===== config.mk =====
export PLATFORM = sky130hd
export DESIGN_NAME = scan_clk_resync
export DESIGN_NICKNAME = d
export VERILOG_FILES = /design/src/rtl/scr_pkg.sv /design/src/rtl/scr_req_unit.sv /design/src/rtl/scr_divider.sv /design/src/rtl/scr_chan.sv /design/src/rtl/scan_clk_resync.sv
export SDC_FILE = /design/constraint.sdc
export NUM_CORES = 1
export LEC_CHECK = 0
export ABC_AREA = 0
export CAP_MARGIN = 20
export CORE_UTILIZATION = 40
export DETAILED_ROUTE_END_ITERATION = 10
export GPL_TIMING_DRIVEN = 0
export PLACE_DENSITY = 0.66
export REMOVE_ABC_BUFFERS = 1
export SLEW_MARGIN = 10
export SYNTH_ARGS = -nofsm -noshare
export SYNTH_HDL_FRONTEND = slang
export SYNTH_SLANG_ARGS = --single-unit
export TNS_END_PERCENT = 5

===== constraint.sdc =====
create_clock -name clk -period 3.9 [get_ports clk]
set_input_delay 0.975 -clock clk [delete_from_list [all_inputs] [get_ports clk]]
set_output_delay 0.975 -clock clk [all_outputs]
set_load 0.02 [all_outputs]

===== src/rtl/scr_pkg.sv =====
package scr_pkg;

    typedef enum logic [1:0] {
        MODE_SEQ  = 2'b00,
        MODE_SIM  = 2'b01,
        MODE_IND  = 2'b10,
        MODE_IND2 = 2'b11
    } scan_mode_e;

    typedef struct packed {
        logic busy;
        logic pend;
        logic go;
    } chan_st_t;

endpackage


===== src/rtl/scr_req_unit.sv =====
module scr_req_unit #(
    parameter int NCH = 2
) (
    input  logic [NCH-1:0] start_i,
    input  logic [NCH-1:0] sync_i,
    input  logic [NCH-1:0] busy_i,
    input  logic           indep_i,
    output logic [NCH-1:0] accept_o
);
    logic [NCH-1:0] req;

    always_comb begin
        req = start_i | sync_i;
        if (indep_i) begin
            accept_o = req & ~busy_i;
        end else begin
            accept_o = {NCH{(|req) & ~(|busy_i)}};
        end
    end
endmodule


===== src/rtl/scr_divider.sv =====
module scr_divider #(
    parameter int RW   = 7,
    parameter int MINP = 6,
    parameter int MAXP = 64
) (
    input  logic          clk,
    input  logic          rst_n,
    input  logic          realign_i,
    input  logic          run_i,
    input  logic [RW-1:0] ratio_i,
    output logic          tick_o,
    output logic          boundary_o
);
    localparam logic [RW-1:0] PMIN = RW'(MINP);
    localparam logic [RW-1:0] PMAX = RW'(MAXP);

    typedef struct packed {
        logic [RW-1:0] cnt;
        logic          tick;
    } div_st_t;

    div_st_t st_d, st_q;
    logic [RW-1:0] per;
    logic [RW-1:0] last;
    logic          at_last;

    always_comb begin
        if (ratio_i < PMIN)      per = PMIN;
        else if (ratio_i > PMAX) per = PMAX;
        else                     per = ratio_i;
        last       = per - 1'b1;
        at_last    = (st_q.cnt >= last);
        boundary_o = run_i & at_last & ~realign_i;

        st_d = st_q;
        if (realign_i) begin
            st_d.cnt  = '0;
            st_d.tick = 1'b1;
        end else if (run_i) begin
            if (at_last) begin
                st_d.cnt  = '0;
                st_d.tick = 1'b1;
            end else begin
                st_d.cnt  = st_q.cnt + 1'b1;
                st_d.tick = 1'b0;
            end
        end else begin
            st_d.tick = 1'b0;
        end
    end

    always_ff @(posedge clk or negedge rst_n) begin
        if (!rst_n) st_q <= '0;
        else        st_q <= st_d;
    end

    assign tick_o = st_q.tick;
endmodule


===== src/rtl/scr_chan.sv =====
module scr_chan
    import scr_pkg::*;
(
    input  logic clk,
    input  logic rst_n,
    input  logic accept_i,
    input  logic realign_i,
    input  logic boundary_i,
    input  logic eos_i,
    output logic busy_o,
    output logic go_o
);
    chan_st_t st_d, st_q;

    always_comb begin
        st_d.go   = (accept_i & (realign_i | boundary_i))
                  | (st_q.pend & boundary_i & ~eos_i);
        st_d.pend = (accept_i & ~realign_i & ~boundary_i)
                  | (st_q.pend & ~boundary_i & ~eos_i);
        st_d.busy = accept_i | (st_q.busy & ~eos_i);
    end

    always_ff @(posedge clk or negedge rst_n) begin
        if (!rst_n) st_q <= '0;
        else        st_q <= st_d;
    end

    assign busy_o = st_q.busy;
    assign go_o   = st_q.go;
endmodule


===== src/rtl/scan_clk_resync.sv =====
module scan_clk_resync
    import scr_pkg::*;
#(
    parameter int RW   = 7,
    parameter int MINP = 6,
    parameter int MAXP = 64
) (
    input  logic          clk,
    input  logic          rst_n,
    input  logic [1:0]    mode_i,
    input  logic [RW-1:0] ratio_i,
    input  logic          start_a_i,
    input  logic          start_b_i,
    input  logic          sync_a_i,
    input  logic          sync_b_i,
    input  logic          eos_a_i,
    input  logic          eos_b_i,
    output logic          conv_tick_o,
    output logic          scan_go_a_o,
    output logic          scan_go_b_o,
    output logic          busy_a_o,
    output logic          busy_b_o
);
    localparam int NCH = 2;

    scan_mode_e     mode;
    logic           indep;
    logic [NCH-1:0] start_v, sync_v, eos_v, busy_v, go_v, accept;
    logic           running, realign, boundary;

    always_comb begin
        mode    = scan_mode_e'(mode_i);
        indep   = (mode == MODE_IND) || (mode == MODE_IND2);
        start_v = {start_b_i, start_a_i};
        sync_v  = {sync_b_i, sync_a_i};
        eos_v   = {eos_b_i, eos_a_i};
        running = |busy_v;
        realign = (|accept) & ~running;
    end

    scr_req_unit #(.NCH(NCH)) u_req (
        .start_i  (start_v),
        .sync_i   (sync_v),
        .busy_i   (busy_v),
        .indep_i  (indep),
        .accept_o (accept)
    );

    scr_divider #(.RW(RW), .MINP(MINP), .MAXP(MAXP)) u_div (
        .clk        (clk),
        .rst_n      (rst_n),
        .realign_i  (realign),
        .run_i      (running),
        .ratio_i    (ratio_i),
        .tick_o     (conv_tick_o),
        .boundary_o (boundary)
    );

    for (genvar g = 0; g < NCH; g++) begin : g_chan
        scr_chan u_chan (
            .clk        (clk),
            .rst_n      (rst_n),
            .accept_i   (accept[g]),
            .realign_i  (realign),
            .boundary_i (boundary),
            .eos_i      (eos_v[g]),
            .busy_o     (busy_v[g]),
            .go_o       (go_v[g])
        );
    end

    assign scan_go_a_o = go_v[0];
    assign scan_go_b_o = go_v[1];
    assign busy_a_o    = busy_v[0];
    assign busy_b_o    = busy_v[1];
endmodule


Word-level counts from Yosys, hierarchy flattened

Index checks and enable logic that the tools add are counted.

Order comparisons: 3
Muxes and demuxes: 7
Reductions and logical operators: 5
Add/sub/neg operators: 2
Eq/ne operators: 2
Bitwise logic cells: 35

Operators by type and width:

| operator                                                              | count |
|---|---|
| 7-bit 2-to-1 mux                                                      | 3 |
| 1-bit AND                                                             | 20 |
| 8-bit 2-to-1 mux                                                      | 2 |
| 7-bit by 1-bit adder with 7-bit output (second input constant)        | 1 |
| 7-bit >= comparator                                                   | 1 |
| 7-bit greater-than comparator (second input constant)                 | 1 |
| 7-bit by 3-bit < comparator with 1-bit output (second input constant) | 1 |
| 1-bit bitwise OR                                                      | 7 |
| 7-bit by 1-bit subtractor with 7-bit output (second input constant)   | 1 |
| 2-bit OR reduction                                                    | 3 |
| 1-bit inverter                                                        | 5 |
| 2-bit == test (second input constant)                                 | 2 |
| 2-bit AND                                                             | 1 |
| 2-bit 2-to-1 mux                                                      | 1 |
| 2-bit inverter                                                        | 1 |
| 2-bit bitwise OR                                                      | 1 |
| 2-bit nonzero test                                                    | 1 |
| 1-bit logical OR                                                      | 1 |
| 1-bit 2-to-1 mux                                                      | 1 |

Flip-flop bits (word level): 14
Bits of input ports: 17
Logic and storage cells: 62

Longest topological paths before layout

Gate-level depths: netlist of the first run.

Depth in word-level cells: 12
Mapped depth: 13
Gate-level depth less buffers: 12

Hierarchy

A second synthesis of the first run with hierarchy kept.

Cell total of the unflattened synthesis: 113
Area total of the unflattened synthesis: 1,017.2 um^2

By module, submodules not included:

| module          | cells an instance | area each (um^2) | times used | sequential area each (um^2) |
|---|---|---|---|---|
| scr_divider     | 80                | 690.7            | 1          | 200.2 |
| scr_chan        | 11                | 130.1            | 2          | 75.1 |
| scr_req_unit    | 7                 | 43.8             | 1          | 0.0 |
| scan_clk_resync | 4                 | 22.5             | 1          | 0.0 |

Least setup slack after synthesis of the first run

No wires, ideal clock.

Path kind: in2reg
Start: input port ratio_i[5]
End: register g_chan[1].u_chan.st_q (netlist bit g_chan[1].u_chan.go_o)
Slack: 0.546 ns
Cell stages on the path: 12
Arrival time: 3.234 ns
Library setup time: 0.120 ns
Path buffers: 1
Cells stage by stage: nor3_1 > o21bai_1 > ha_1 > nand2b_1 > a32oi_1 > ha_1 > a211oi_2 > o21bai_1 > a211oi_2 > buf_6 > nor2_1 > a31o_2

RTL lines:

| item                 | RTL line              | text |
|---|---|---|
| from (decl)          | scan_clk_resync.sv:11 | `input logic [RW-1:0] ratio_i,` |
| to (signal assigned) | scr_chan.sv:25        | `else st_q <= st_d;` |
| to (decl)            | scr_chan.sv:13        | `chan_st_t st_d, st_q;` |

Worst setup path in the final report of the first run

Start: input port ratio_i[5]
End: register u_div.st_q[3] (netlist bit)

Longest elaborated chain between the ends: 8

RTL lines:

| item                                            | RTL line          | text |
|---|---|---|
| 7-bit greater-than comparator                   | scr_divider.sv:29 | `else if (ratio_i > PMAX) per = PMAX;` |
| 7-bit 2-to-1 mux                                | scr_divider.sv:29 |  |
| 7-bit 2-to-1 mux (*)                            | scr_divider.sv:28 | `if (ratio_i < PMIN) per = PMIN;` |
| 7-bit by 1-bit subtractor with 7-bit output (*) | scr_divider.sv:31 | `last = per - 1'b1;` |
| 7-bit >= comparator (*)                         | scr_divider.sv:32 | `at_last = (st_q.cnt >= last);` |
| 8-bit 2-to-1 mux (*)                            | scr_divider.sv:40 | `if (at_last) begin` |
| 7-bit 2-to-1 mux (*)                            | scr_divider.sv:39 | `end else if (run_i) begin` |
| 8-bit 2-to-1 mux (*)                            | scr_divider.sv:36 | `if (realign_i) begin` |
| to (signal assigned)                            | scr_divider.sv:54 | `else st_q <= st_d;` |
| to (decl)                                       | scr_divider.sv:22 | `div_st_t st_d, st_q;` |

Mark *: on every way between the ends. The rest lies on a longest branch, timed or not. The select of a mux whose other input is x is not followed.
A chain may end at the register's enable or synchronous reset.

==> flow_summary.yaml, run 1 <==
outcome:
  status: "finished clean"
die:
  rows: 17
  ios: 22
  die_h_um: 50.3
  die_w_um: 50.3
  design.core.area_sq_um: 2210
  initial_utilization_pct: 42.2
  dieArea_sq_um: 2530
critical_path:
  path_buf_inv: 2
  path_delay_family: "compound AO/OA/AOI/OAI gates"
  slowest_stage: "clkdlybuf4s50_1"
  path_cells: "clkdlybuf4s50_1 > nor3_4 > o21bai_1 > ha_1 > nand2b_1 > a32oi_1 > ha_1 > a211oi_2 > o21bai_1 > a211oi_4 > buf_4 > or2b_1 > a31oi_1"
  end_kind: "flip-flop"
  cp.arrival_ns: 3.86
  critPathMaxStageDelay_ns: 0.49
  crit_type: "in -> reg"
  start_kind: "input pin"
  crit_required_ns: 4.10
  critPathMaxFanout: 6
sta:
  tightest_slew_ns: 0.626
  fmax_ghz: 0.273
  min_period_ns: 3.66
  final.setup.worst_slack_ns: 0.238
  rsz0062_at_grt: "no"
  drv_slew: 0
  hold_violations: 0
  slew_headroom_pct: 58.1
  final.setup_skew_ns: 0.00186
  setup_violations: 0
  setup_tns_ns: 0
  fin_crit_sh_pct: 93.9
  worst_hold_slack_ns: 0.504
place:
  place_ws_ns: -0.583
  hpwl_um: 1530
  routabilityCongestion: 0.670
  place_inst: 148
  placed_cell_area_sq_um: 1160
  io_buffers: 20
worst_hold_path:
  worstHoldPathType: "reg -> reg"
clock_tree:
  clockBufferDepth: 2
  h-tree-depth: 1
  cts_tree: "done"
  cts_made_buffers: 3
  cts_sinks: 14
  clock_latency_ns: 0.27
  cts_hold_buf: 0
  clk_pin_slew_ns: 0.08
  cts_root_buffer: "clkbuf_4"
final_layout:
  layoutNonFillerInstCount: 157
  nets: 156
  drive_above_1_share_pct: 10.9
  final_cell_area_sq_um: 1250
  post-route-util_pct: 56.5
  insertedDiodeCount: 0
  seq_area_sq_um: 350
  mostFrequentLayoutCell: "clkdlybuf4s50_1"
  fill_cells: 220
  multi_input_area_sq_um: 579
  syn_to_final_growth_pct: 33.9
  final_cell_mix: "clkdlybuf4s50_1 (20), dfrtp_1 (14), nor2_1 (12)"
drt:
  drtAntennaViolNets: 0
  wirelength_um: 1990
  drtPass1Iterations: 4
  top_layer: "met4"
  wl_per_cell_um: 12.7
  wl_met3_um: 68
  wl_met1_um: 891
  drc_errors: 0
  vias: 836
  vias_per_cell: 5.32
  drtIter0Drc: 2
  wl_met2_um: 1010
power:
  p_clk_share_pct: 13.9
  p_sw_mw: 0.278
  power_density_nw_per_um2: 586
  leakagePower_nw: 0.567
  total_power_mw: 0.732
  irDropWorstVdd_mv: 0.317
  p_int_mw: 0.454
  p_sw_share_pct: 38.0
  sequentialPowerShare_pct: 34.0
  comb_power_share_pct: 52.1
global_route:
  overflow: 0
  grt_use_total_pct: 17.7
  grt_pass1_wl_um: 3330
  grt_max_degree: 15
  grt_pass1_vias: 851
  antenna_found_initial: 0
logic_synthesis:
  yosysSeqAreaShare_pct: 37.5
  ys_ff_latch: 14
  syn_area_per_cell_sq_um: 9.24
  synth-warning-count: 0
  synth_area_sq_um: 933
  yosysUniqueCellTypes: 34
  postSynthCellCount: 101
job:
  maxCapViolations: 0
[final cells by class]
cell class | count | area share [%]
tap | 28 | 2.80
multi-input combinational | 83 | 46.3
timing repair buffer | 25 | 19.0
clock buffer | 4 | 2.90
inverter | 3 | 0.901
sequential | 14 | 28.0
[state kept, by name, summed over array words and instances (netlist names)]
| register | count |
|---|---|
| g_chan.u_chan.st_q | 2 |
| g_chan.u_chan.go_o | 2 |
| g_chan.u_chan.busy_o | 2 |
| u_div.st_q | 7 |
| u_div.tick_o | 1 |
[power groups by stage]
stage | Clock [mW] | Sequential [mW] | Combinational (mW)
finish | 0.102 | 0.249 | 0.382
global route | 0.112 | 0.257 | 0.424
CTS | 0.105 | 0.249 | 0.383
detailed placement | 0 | 0.252 | 0.326
global placement | 0 | 0.249 | 0.317
floorplan | 0 | 0.269 | 0.191
[timing repair]
item                                    4_1_cts  5_1_grt
endpoints found under the setup margin       11        6
resized for setup                             1        2
pin swaps                                     1        1
buffers inserted                              5        0
[final timing paths]
check,from,to,slack (ns),cells after the start
setup / recovery,ratio_i[5],u_div.st_q[3],0.24,13
setup reg to reg,u_div.st_q[5],u_div.st_q[3],1.92,7
hold / removal,u_div.st_q[7],u_div.st_q[7],0.50,1
hold reg to reg,u_div.st_q[7],u_div.st_q[7],0.50,1
min in group asynchronous,rst_n,u_div.st_q[7],1.09,1
max in group asynchronous,rst_n,g_chan[0].u_chan.go_o,2.41,1
[worst reg2reg max path, stage by stage, from the launching register on]
cell and delay [ns]:
dfrtp_1 0.45, ha_1 0.35, a211oi_2 0.21, o21bai_1 0.15
a211oi_4 0.20, buf_4 0.18, or2b_1 0.22, a31oi_1 0.15
[synthesized netlist by cell type]
| cell type | n | area (sq um) |
|---|---|---|
| nor3_1 | 3 | 15.0 |
| and3_1 | 3 | 18.8 |
| dfrtp_1 | 14 | 350 |
| o21bai_1 | 2 | 15.0 |
| xnor2_1 | 2 | 17.5 |
| and4_1 | 1 | 8.76 |
| a211oi_2 | 2 | 25.0 |
| a22o_1 | 2 | 17.5 |
| o32a_1 | 1 | 10.0 |
| nor2b_1 | 1 | 6.26 |
| nand2_1 | 7 | 26.3 |
| o21a_1 | 1 | 7.51 |
| nand2b_1 | 5 | 31.3 |
| o31ai_1 | 1 | 7.51 |
| inv_1 | 3 | 11.3 |
| nand3_1 | 3 | 15.0 |
| a21oi_1 | 8 | 40.0 |
| a41oi_1 | 1 | 8.76 |
| o21ai_1 | 1 | 5.00 |
| buf_6 | 1 | 11.3 |
| a32oi_1 | 1 | 8.76 |
| o22ai_1 | 1 | 6.26 |
| nor2_1 | 12 | 45.0 |
| nand3b_1 | 1 | 7.51 |
| xor2_1 | 1 | 8.76 |
| o21ai_0 | 3 | 15.0 |
| nor4_1 | 1 | 6.26 |
| a31o_2 | 1 | 8.76 |
| or4_1 | 1 | 7.51 |
| ha_1 | 9 | 113 |
| or2b_1 | 2 | 15.0 |
| a31oi_1 | 4 | 25.0 |
| a21o_1 | 1 | 7.51 |
| mux2_2 | 1 | 11.3 |
[cells by family (layout without fill, tap and decap cells)]
kind of cell / after synthesis / after routing / synth area share, %
buf+inv: 4 / 32 / 2.41
simple gates: 40 / 40 / 21.7
mux: 1 / 1 / 1.21
xor+xnor: 3 / 3 / 2.82
flops: 14 / 14 / 37.5
compound gates: 30 / 30 / 22.3
fa+ha+maj: 9 / 9 / 12.1
[per-layer routing]
layer / vias up / global-route usage (%)
met3: 2 / 2.12
met5: - / 0
met1: 384 / 19.1
met2: 19 / 33.3
li1: 431 / -
met4: 0 / 8.80
No activity file was read; power rests on OpenSTA's default activity.
==> run 2: changes to the inputs <==
Settings changed: CORE_MARGIN set to 8, SLEW_MARGIN 10 to unset.
==> run 2 against run 1 <==
Against the previous run:
- global-route usage shrank 7.3 points
- register-to-register slack lost 0.02 ns
- routed wire length is 5.3% higher
- core utilization down 0.85 points
- maximum frequency is 0.53% higher
- flip-flop and latch count stayed put
- sequential share of layout area grew 0.43 points
- sequential power barely moved
- count of clock-buffer cells in the layout decreased by 1
- via count grew 0.96%
- setup slack better by 0.019 ns
- critical endpoint unchanged
==> flow_summary.yaml, run 2 (synthesis gave the netlist of run 1 again) <==
power:
  comb_power_share_pct: 53.7
  p_sw_mw: 0.273
  leakagePower_nw: 0.554
  sequentialPowerShare_pct: 35.4
  power_density_nw_per_um2: 568
  p_int_mw: 0.427
  irDropWorstVdd_mv: 0.333
  p_clk_share_pct: 11.0
  p_sw_share_pct: 39.0
place:
  place_ws_ns: -0.503
  routabilityCongestion: 0.758
  placed_cell_area_sq_um: 1160
  hpwl_um: 1610
  io_buffers: 20
drt:
  drtAntennaViolNets: 0
  wl_per_cell_um: 13.5
  wirelength_um: 2090
  vias_per_cell: 5.45
  drc_errors: 0
  vias: 844
  drtIter0Drc: 60
  drtPass1Iterations: 5
final_layout:
  largest_reg_flops: 7
  multi_input_area_sq_um: 582
  syn_to_final_growth_pct: 31.9
  seq_area_sq_um: 350
  final_cell_area_sq_um: 1230
  drive_above_1_share_pct: 10.2
  nets: 155
  insertedDiodeCount: 0
  regMostFlops: "u_div.st_q"
  final_cell_mix: "clkdlybuf4s50_1 (20), dfrtp_1 (14), nor2_1 (12)"
  fill_cells: 231
  mostFrequentLayoutCell: "clkdlybuf4s50_1"
sta:
  setup_violations: 0
  min_period_ns: 3.64
  setup_tns_ns: 0
  rsz0062_at_grt: "no"
  fin_crit_sh_pct: 93.4
  final.setup.worst_slack_ns: 0.257
  worst_hold_slack_ns: 0.508
  hold_violations: 0
  final.setup_skew_ns: 0.000486
  fmax_ghz: 0.275
  drv_slew: 0
  tightest_slew_ns: 0.638
  slew_headroom_pct: 57.3
critical_path:
  cp.arrival_ns: 3.84
  regToRegSetupSlack_ns: 1.90
  path_delay_family: "compound AO/OA/AOI/OAI gates"
  slowest_stage: "clkdlybuf4s50_1"
  reg2reg_depth: 7
  end_kind: "flip-flop"
  crit_required_ns: 4.09
  crit_type: "in -> reg"
  path_cells: "clkdlybuf4s50_1 > nor3_4 > nand2_1 > nand3b_1 > ha_2 > nand2b_1 > a32oi_1 > ha_1 > a211oi_2 > o21bai_1 > a211oi_4 > buf_4 > or2b_1 > a31oi_1"
  worstSetupStartpoint: "ratio_i[5]"
  start_kind: "input pin"
  r2r_start: "u_div.st_q[5]"
  path_buf_inv: 2
  critPathMaxStageDelay_ns: 0.49
  crit_end: "u_div.st_q[3]"
  cp.depth: 14
  r2r-end: "u_div.st_q[3]"
  critPathMaxFanout: 5
die:
  die_w_um: 64.3
  design.core.area_sq_um: 2210
  ios: 22
  die_h_um: 64.3
  dieArea_sq_um: 4140
  initial_utilization_pct: 42.2
  rows: 17
clock_tree:
  clk_pin_slew_ns: 0.08
  cts_root_buffer: "clkbuf_4"
  cts_sinks: 14
  cts_tree: "done"
  clockBufferDepth: 2
  cts_made_buffers: 3
  h-tree-depth: 1
  clock_latency_ns: 0.27
global_route:
  overflow: 0
  grt_pass1_wl_um: 3550
  grt_max_degree: 15
  grt_pass1_vias: 838
  grt_use_total_pct: 10.4
  antenna_found_initial: 0
outcome:
  status: "finished clean"
job:
  maxCapViolations: 0
worst_hold_path:
  worstHoldPathType: "reg -> reg"
[run 2: changes by cell type in the layout (fill, tap and decap cells not counted), sizes merged]
cell,before,now
buf,5,4
clkbuf,4,3
[run 2: per-layer routing]
metal,vias to the layer above,share of wire [%],global-route usage (%)
li1,427,-,-
met1,393,46,11.5
met2,22,47,17.5
met3,2,6.2,3.48
met4,0,0.48,4.90
met5,-,0,0
[run 2: layout make-up]
class / instances / area share [%]
inverter: 3 / 0.915
tap: 28 / 2.85
timing repair buffer: 24 / 18.7
sequential: 14 / 28.5
multi-input combinational: 83 / 47.3
clock buffer: 3 / 1.83
[run 2: power groups by stage]
stage	sequential [mW]	clock (mW)	combinational [mW]
after floorplan	0.269	0	0.191
after global placement	0.249	0	0.320
after detailed placement	0.250	0	0.328
after CTS	0.248	0.0815	0.376
after global routing	0.257	0.0871	0.412
final	0.247	0.0768	0.375
[run 2: timing repair]
action | 4_1_cts | 5_1_grt
endpoints found under the hold margin | 0 | 0
resized for setup | 1 | 3
buffers inserted | 4 | 0
endpoints found under the setup margin | 8 | 8
hold buffers | 0 | 0
pin swaps | 1 | 1
[run 2: through the flow]
stage,std cells,power [mW],util (%)
floorplan,100,0.460,-
global placement,148,0.569,52.3
detailed placement,148,0.578,52.3
CTS,155,0.706,55.0
global route,155,0.757,55.7
finish,155,0.700,55.7
[run 2: worst min path at each step]
stage                               end     startpoint  depth (start not counted)
final                     u_div.st_q[7]  u_div.st_q[7]                          1
after global routing      u_div.st_q[7]  u_div.st_q[7]                          1
after CTS                 u_div.st_q[7]  u_div.st_q[7]                          1
after detailed placement  u_div.st_q[7]  u_div.st_q[7]                          1
after global placement    u_div.st_q[7]  u_div.st_q[7]                          1
after floorplan           u_div.st_q[7]  u_div.st_q[7]                          1
